===== src/rtl/bsf_pkg.sv =====
package bsf_pkg;
  localparam int NUM_DIG    = 5;
  localparam int FRAME_BITS = 11;
  localparam int IDX_W      = $clog2(NUM_DIG);

  typedef struct packed {
    logic [3:0] bcd;
    logic       pol;
    logic       ovr;
    logic       und;
    logic       ovl;
  } dig_in_t;

  // walking-one position code, half digit is all zero
  function automatic logic [3:0] pos_code(input logic [IDX_W-1:0] idx);
    logic [3:0] c;
    if (idx == '0) c = 4'b0000;
    else           c = 4'b1000 >> (idx - 1'b1);
    return c;
  endfunction
endpackage


===== src/rtl/bsf_strobe_edge.sv =====
module bsf_strobe_edge #(
  parameter int N   = 5,
  localparam int IW = $clog2(N)
) (
  input  logic          clk_i,
  input  logic          rst_ni,
  input  logic [N-1:0]  stb_i,
  output logic          fire_o,
  output logic [IW-1:0] idx_o
);
  logic [N-1:0] stb_q, rise;

  always_ff @(posedge clk_i or negedge rst_ni)
    if (!rst_ni) stb_q <= '0;
    else         stb_q <= stb_i;

  assign rise   = stb_i & ~stb_q;
  assign fire_o = |rise;

  // lowest index wins if several rise together
  always_comb begin
    idx_o = '0;
    for (int i = N - 1; i >= 0; i--)
      if (rise[i]) idx_o = IW'(i);
  end
endmodule


===== src/rtl/bsf_byte_build.sv =====
module bsf_byte_build
  import bsf_pkg::*;
(
  input  dig_in_t          din_i,
  input  logic [IDX_W-1:0] idx_i,
  output logic [7:0]       byte_o,
  output logic             par_o
);
  logic [3:0] lo;

  always_comb begin
    lo = din_i.bcd;
    if (din_i.ovl && idx_i == '0) lo = {din_i.und, din_i.ovr, din_i.pol, din_i.bcd[0]};
  end

  assign byte_o = {pos_code(idx_i), lo};
  // even parity for positive, odd for negative
  assign par_o  = (^byte_o) ^ ~din_i.pol;
endmodule


===== src/rtl/bsf_frame_tx.sv =====
module bsf_frame_tx
  import bsf_pkg::*;
#(
  parameter int BAUD_DIV = 16,
  localparam int CW      = (BAUD_DIV > 1) ? $clog2(BAUD_DIV) : 1,
  localparam int BW      = $clog2(FRAME_BITS)
) (
  input  logic       clk_i,
  input  logic       rst_ni,
  input  logic       load_i,
  input  logic [7:0] data_i,
  input  logic       par_i,
  output logic       tx_o,
  output logic       busy_o
);
  logic [FRAME_BITS-1:0] sh_q;
  logic [CW-1:0]         baud_q;
  logic [BW-1:0]         bit_q;
  logic                  busy_q;
  logic                  tick;

  assign tick = (baud_q == CW'(BAUD_DIV - 1));

  always_ff @(posedge clk_i or negedge rst_ni) begin
    if (!rst_ni) begin
      sh_q   <= '1;
      baud_q <= '0;
      bit_q  <= '0;
      busy_q <= 1'b0;
    end else if (load_i) begin
      sh_q   <= {1'b1, par_i, data_i, 1'b0};
      baud_q <= '0;
      bit_q  <= '0;
      busy_q <= 1'b1;
    end else if (busy_q) begin
      if (tick) begin
        baud_q <= '0;
        if (bit_q == BW'(FRAME_BITS - 1)) begin
          busy_q <= 1'b0;
        end else begin
          sh_q  <= {1'b1, sh_q[FRAME_BITS-1:1]};
          bit_q <= bit_q + 1'b1;
        end
      end else begin
        baud_q <= baud_q + 1'b1;
      end
    end
  end

  assign tx_o   = ~busy_q | sh_q[0];
  assign busy_o = busy_q;
endmodule


===== src/rtl/bcd_serial_fmt.sv =====
module bcd_serial_fmt
  import bsf_pkg::*;
#(
  parameter int BAUD_DIV = 16
) (
  input  logic               clk_i,
  input  logic               rst_ni,
  input  logic [3:0]         bcd_i,
  input  logic [NUM_DIG-1:0] dstb_i,
  input  logic               pol_i,
  input  logic               ovr_i,
  input  logic               und_i,
  input  logic               ovl_i,
  output logic               tx_o,
  output logic               busy_o,
  output logic               overrun_o
);
  logic             fire, load, par, busy, ovr_q;
  logic [IDX_W-1:0] idx;
  logic [7:0]       byte_w;
  dig_in_t          din;

  assign din = '{bcd: bcd_i, pol: pol_i, ovr: ovr_i, und: und_i, ovl: ovl_i};

  bsf_strobe_edge #(.N(NUM_DIG)) i_edge (
    .clk_i (clk_i), .rst_ni(rst_ni), .stb_i(dstb_i), .fire_o(fire), .idx_o(idx)
  );

  bsf_byte_build i_build (
    .din_i(din), .idx_i(idx), .byte_o(byte_w), .par_o(par)
  );

  assign load = fire & ~busy;

  bsf_frame_tx #(.BAUD_DIV(BAUD_DIV)) i_tx (
    .clk_i(clk_i), .rst_ni(rst_ni), .load_i(load), .data_i(byte_w),
    .par_i(par), .tx_o(tx_o), .busy_o(busy)
  );

  always_ff @(posedge clk_i or negedge rst_ni)
    if (!rst_ni)          ovr_q <= 1'b0;
    else if (fire & busy) ovr_q <= 1'b1;

  assign busy_o    = busy;
  assign overrun_o = ovr_q;
endmodule


===== config.mk =====
export PLATFORM = sky130hd
export DESIGN_NAME = bcd_serial_fmt
export DESIGN_NICKNAME = d
export VERILOG_FILES = /design/src/rtl/bsf_pkg.sv /design/src/rtl/bsf_strobe_edge.sv /design/src/rtl/bsf_byte_build.sv /design/src/rtl/bsf_frame_tx.sv /design/src/rtl/bcd_serial_fmt.sv
export SDC_FILE = /design/constraint.sdc
export NUM_CORES = 1
export LEC_CHECK = 0
export BUFFER_PORTS_ARGS = -buffer_cell sky130_fd_sc_hd__buf_2
export CORE_UTILIZATION = 58
export CTS_BUF_LIST = sky130_fd_sc_hd__clkbuf_2 sky130_fd_sc_hd__clkbuf_4 sky130_fd_sc_hd__clkbuf_8
export CTS_CLUSTER_DIAMETER = 150
export DETAILED_ROUTE_END_ITERATION = 16
export PLACE_DENSITY = 0.8
export SYNTH_ARGS = -nofsm -noshare
export SYNTH_HDL_FRONTEND = slang
export SYNTH_SLANG_ARGS = --single-unit

===== constraint.sdc =====
create_clock -name clk_i -period 2.1 [get_ports clk_i]
set_input_delay 0.315 -clock clk_i [delete_from_list [all_inputs] [get_ports clk_i]]
set_output_delay 0.315 -clock clk_i [all_outputs]
set_load 0.05 [all_outputs]

==> flow_summary.json <==
{
  "drc": 0,
  "crit_path_cell_trace": "nor2b_4, o41ai_4, nand2_4, mux2_4, xnor3_1, a21oi_1",
  "worstSkewPairLatency_ns": 0.31,
  "leakagePower_uw": 0.000663,
  "async_flop_share_pct": 100,
  "dp_slack_ns": 0.0735,
  "drt_iter0_markers": 21,
  "clk_path_buf_depth": 2,
  "nNetsFinal": 159,
  "p_switching_uw": 503,
  "hold_path_class": "input pin to register",
  "die_y_um": 49.3,
  "min_from": "dstb_i[1]",
  "n_antenna_cell": 0,
  "die_area_mm2": 0.00243,
  "r2r_start": "i_edge.stb_q[3]",
  "internal-power_uw": 1030,
  "dp_hpwl_um": 1680,
  "avgSynthCellArea_um2": 11.1,
  "cp_slowest_cell": "o41ai_4",
  "yosys.cell_count.top_type": "dfrtp_1",
  "drtAntennaViolNets": 0,
  "yosys.area.top_type": "dfrtp_1",
  "p_sw_share_pct": 32.7,
  "combPwrFrac_pct": 30.1,
  "grt.total_usage_pct": 21.7,
  "grt_pass1_wl_um": 3960,
  "synth_edf_count": 0,
  "finalPower_uw": 1540,
  "tns_ns": 0,
  "cts_resized": 0,
  "yosys_register_bits": 25,
  "rr_worst_depth": 6,
  "fin_skew_ns": 0.00276,
  "grt_max_degree": 26,
  "max-slew-margin-rel_pct": 63.6,
  "cts_tree": "built",
  "ys_warn_count": 0,
  "rr_endpoint": "i_tx.sh_q[9]",
  "syn-cell-area_mm2": 0.00130,
  "synth_common_cells": "15 x dfrtp_1, 10 x dfstp_2, 9 x mux2i_1",
  "area_delta_synth_final_pct": 13.7,
  "ys_seq_area_share_pct": 49.1,
  "post-route-util_pct": 72.3,
  "synth.area.top_cells": "dfrtp_1 29%, dfstp_2 20%, mux2i_1 6.9%",
  "antenna_found_initial": 0,
  "grt_overflow_total": 0,
  "status": "finished, final reports clean",
  "period_minus_slack_ns": 1.92,
  "cts_buffers": 3,
  "final_max_slew_viol_count": 0,
  "gp_congestion": 0.744,
  "rsz0062_at_grt": "no",
  "coreArea_mm2": 0.00204,
  "crit_type": "register to register",
  "drive_gt1_share_pct": 30.7,
  "synth_top_area_share_pct": 28.9,
  "vias_per_cell": 5.54,
  "endpoint_kind": "register",
  "die_w_um": 49.3,
  "period_share_pct": 91.2,
  "worstHoldPathCells": 1,
  "finalSetupViolCount": 0,
  "postCtsSetupBuffers": 0,
  "holdWs_ns": 0.108,
  "critPathMaxFanout": 4,
  "drv_cap": 0,
  "r2r_setup_slack_ns": 0.18,
  "worst_pin_slew_ns": 0.545,
  "ys.flop_type": "dfrtp_1",
  "num_vias": 926,
  "synth.distinct_cells": 34,
  "worst_ep_arrival_time_ns": 2.17,
  "postSynthCellCount": 117,
  "port_buffers": 17,
  "row_count": 16,
  "worstHoldEndpoint": "i_edge.stb_q[1]",
  "powerDensity_mw_per_mm2": 1040,
  "htreeDepth": 1,
  "finalHoldViolCount": 0,
  "critical-path-max-stage-delay_ns": 0.46,
  "start_util_pct": 63.6,
  "clk_pin_slew_ns": 0.13,
  "clkSinkCount": 25,
  "sequentialPowerShare_pct": 55.1,
  "finalWorstSetupSlack_ns": 0.185,
  "cp.required_ns": 2.35,
  "wirelength_um": 2230,
  "ir_worst_vdd_uv": 754,
  "fmax_mhz": 522,
  "start_kind": "register",
  "first_pass_iters": 4,
  "wl_per_cell_um": 13.4,
  "io_pins": 18,
  "synth_nets": 135,
  "clkPwrFrac_pct": 14.8,
  "grt_pass1_vias": 923,
  "cts-root-buf": "clkbuf_4"
}
## sequential cells by signal (all words and copies together), names as in the netlist
| register | count |
|---|---|
| i_tx.sh_q | 10 |
| i_edge.stb_q | 5 |
| i_tx.baud_q | 4 |
| i_tx.bit_q | 4 |
| i_tx.busy_o | 1 |
| overrun_o | 1 |
## per-layer routing
metal  part of all wire, %  vias up  routed length [µm]  GRT usage (%)
li1                      -      454                   -              -
met1                    45      450                1010           27.9
met2                    51       20                1140           36.5
met3                   3.1        2                  70           2.80
met4                  0.85        0                  19           8.82
met5                     0        -                   0              0
## kinds of logic (layout without fill, tap and decap cells)
logic type               Yosys count  count (layout)  synth area share [%]
XOR/XNOR                           9               9                  7.13
adder cells (fa/ha/maj)            3               3                  2.89
AND/OR/NAND/NOR                   39              39                  17.4
flip-flops                        25              25                  49.1
multiplexers                      10              10                  8.09
buffers and inverters              8              31                  2.60
AO/OA/AOI/OAI                     23              23                  12.7
## timing repair
action	CTS	global route
hold buffers	1	0
endpoints found under the setup margin	0	0
endpoints found under the hold margin	15	0
## layout by cell type, fill, tap and decap left out, types with 2 or more instances in the layout
cell type	count
nor3_1	2
o21ai_0	8
a211oi_1	2
nor3b_1	2
nand2_1	8
mux2i_1	9
or3_1	2
nor2b_4	2
clkbuf_4	4
a21oi_1	6
ha_1	3
inv_1	4
xnor2_1	3
nor2b_1	5
nand3_1	3
nor2_1	8
dfrtp_1	15
buf_4	5
a22o_1	2
nand2b_1	2
xor2_1	5
dfstp_2	10
buf_2	17
## power by group through the flow
stage | clock, µW | combinational [µW] | sequential [µW]
2_1_floorplan | 0 | 373 | 817
3_3_place_gp | 0 | 442 | 843
5_1_grt | 243 | 533 | 872
3_5_place_dp | 0 | 467 | 855
6_report | 228 | 462 | 845
4_1_cts | 232 | 470 | 846
## critical path: cells and delay by family (launching register included)
family,cells,cell delay (ns)
compound gates,2,0.61
flops,1,0.42
xor+xnor,1,0.36
mux,1,0.31
simple gates,2,0.16
## final cells by class
type / count / area (µm²)
flip-flops and latches: 25 / 638
multi-input cells: 84 / 627
fillers: 161 / 566
repair buffers: 23 / 133
well taps: 27 / 33.8
clock buffers: 4 / 30.0
inverters: 4 / 15.0
## how the worst max path moves through the flow
stage,start,to,depth (start not counted)
floorplan,i_tx.busy_o,i_tx.sh_q[5],6
global placement,dstb_i[3],i_tx.sh_q[9],7
detailed placement,dstb_i[3],i_tx.sh_q[9],7
CTS,i_edge.stb_q[3],i_tx.sh_q[9],6
global route,i_edge.stb_q[1],i_tx.sh_q[8],6
finish,i_edge.stb_q[3],i_tx.sh_q[9],6
## metrics by stage
step	area (µm²)	instances
after floorplan	1300	117
after global placement	1440	162
after detailed placement	1440	162
after CTS	1480	167
after global routing	1480	167
final	1480	167
(Power assumes the default switching activity.)
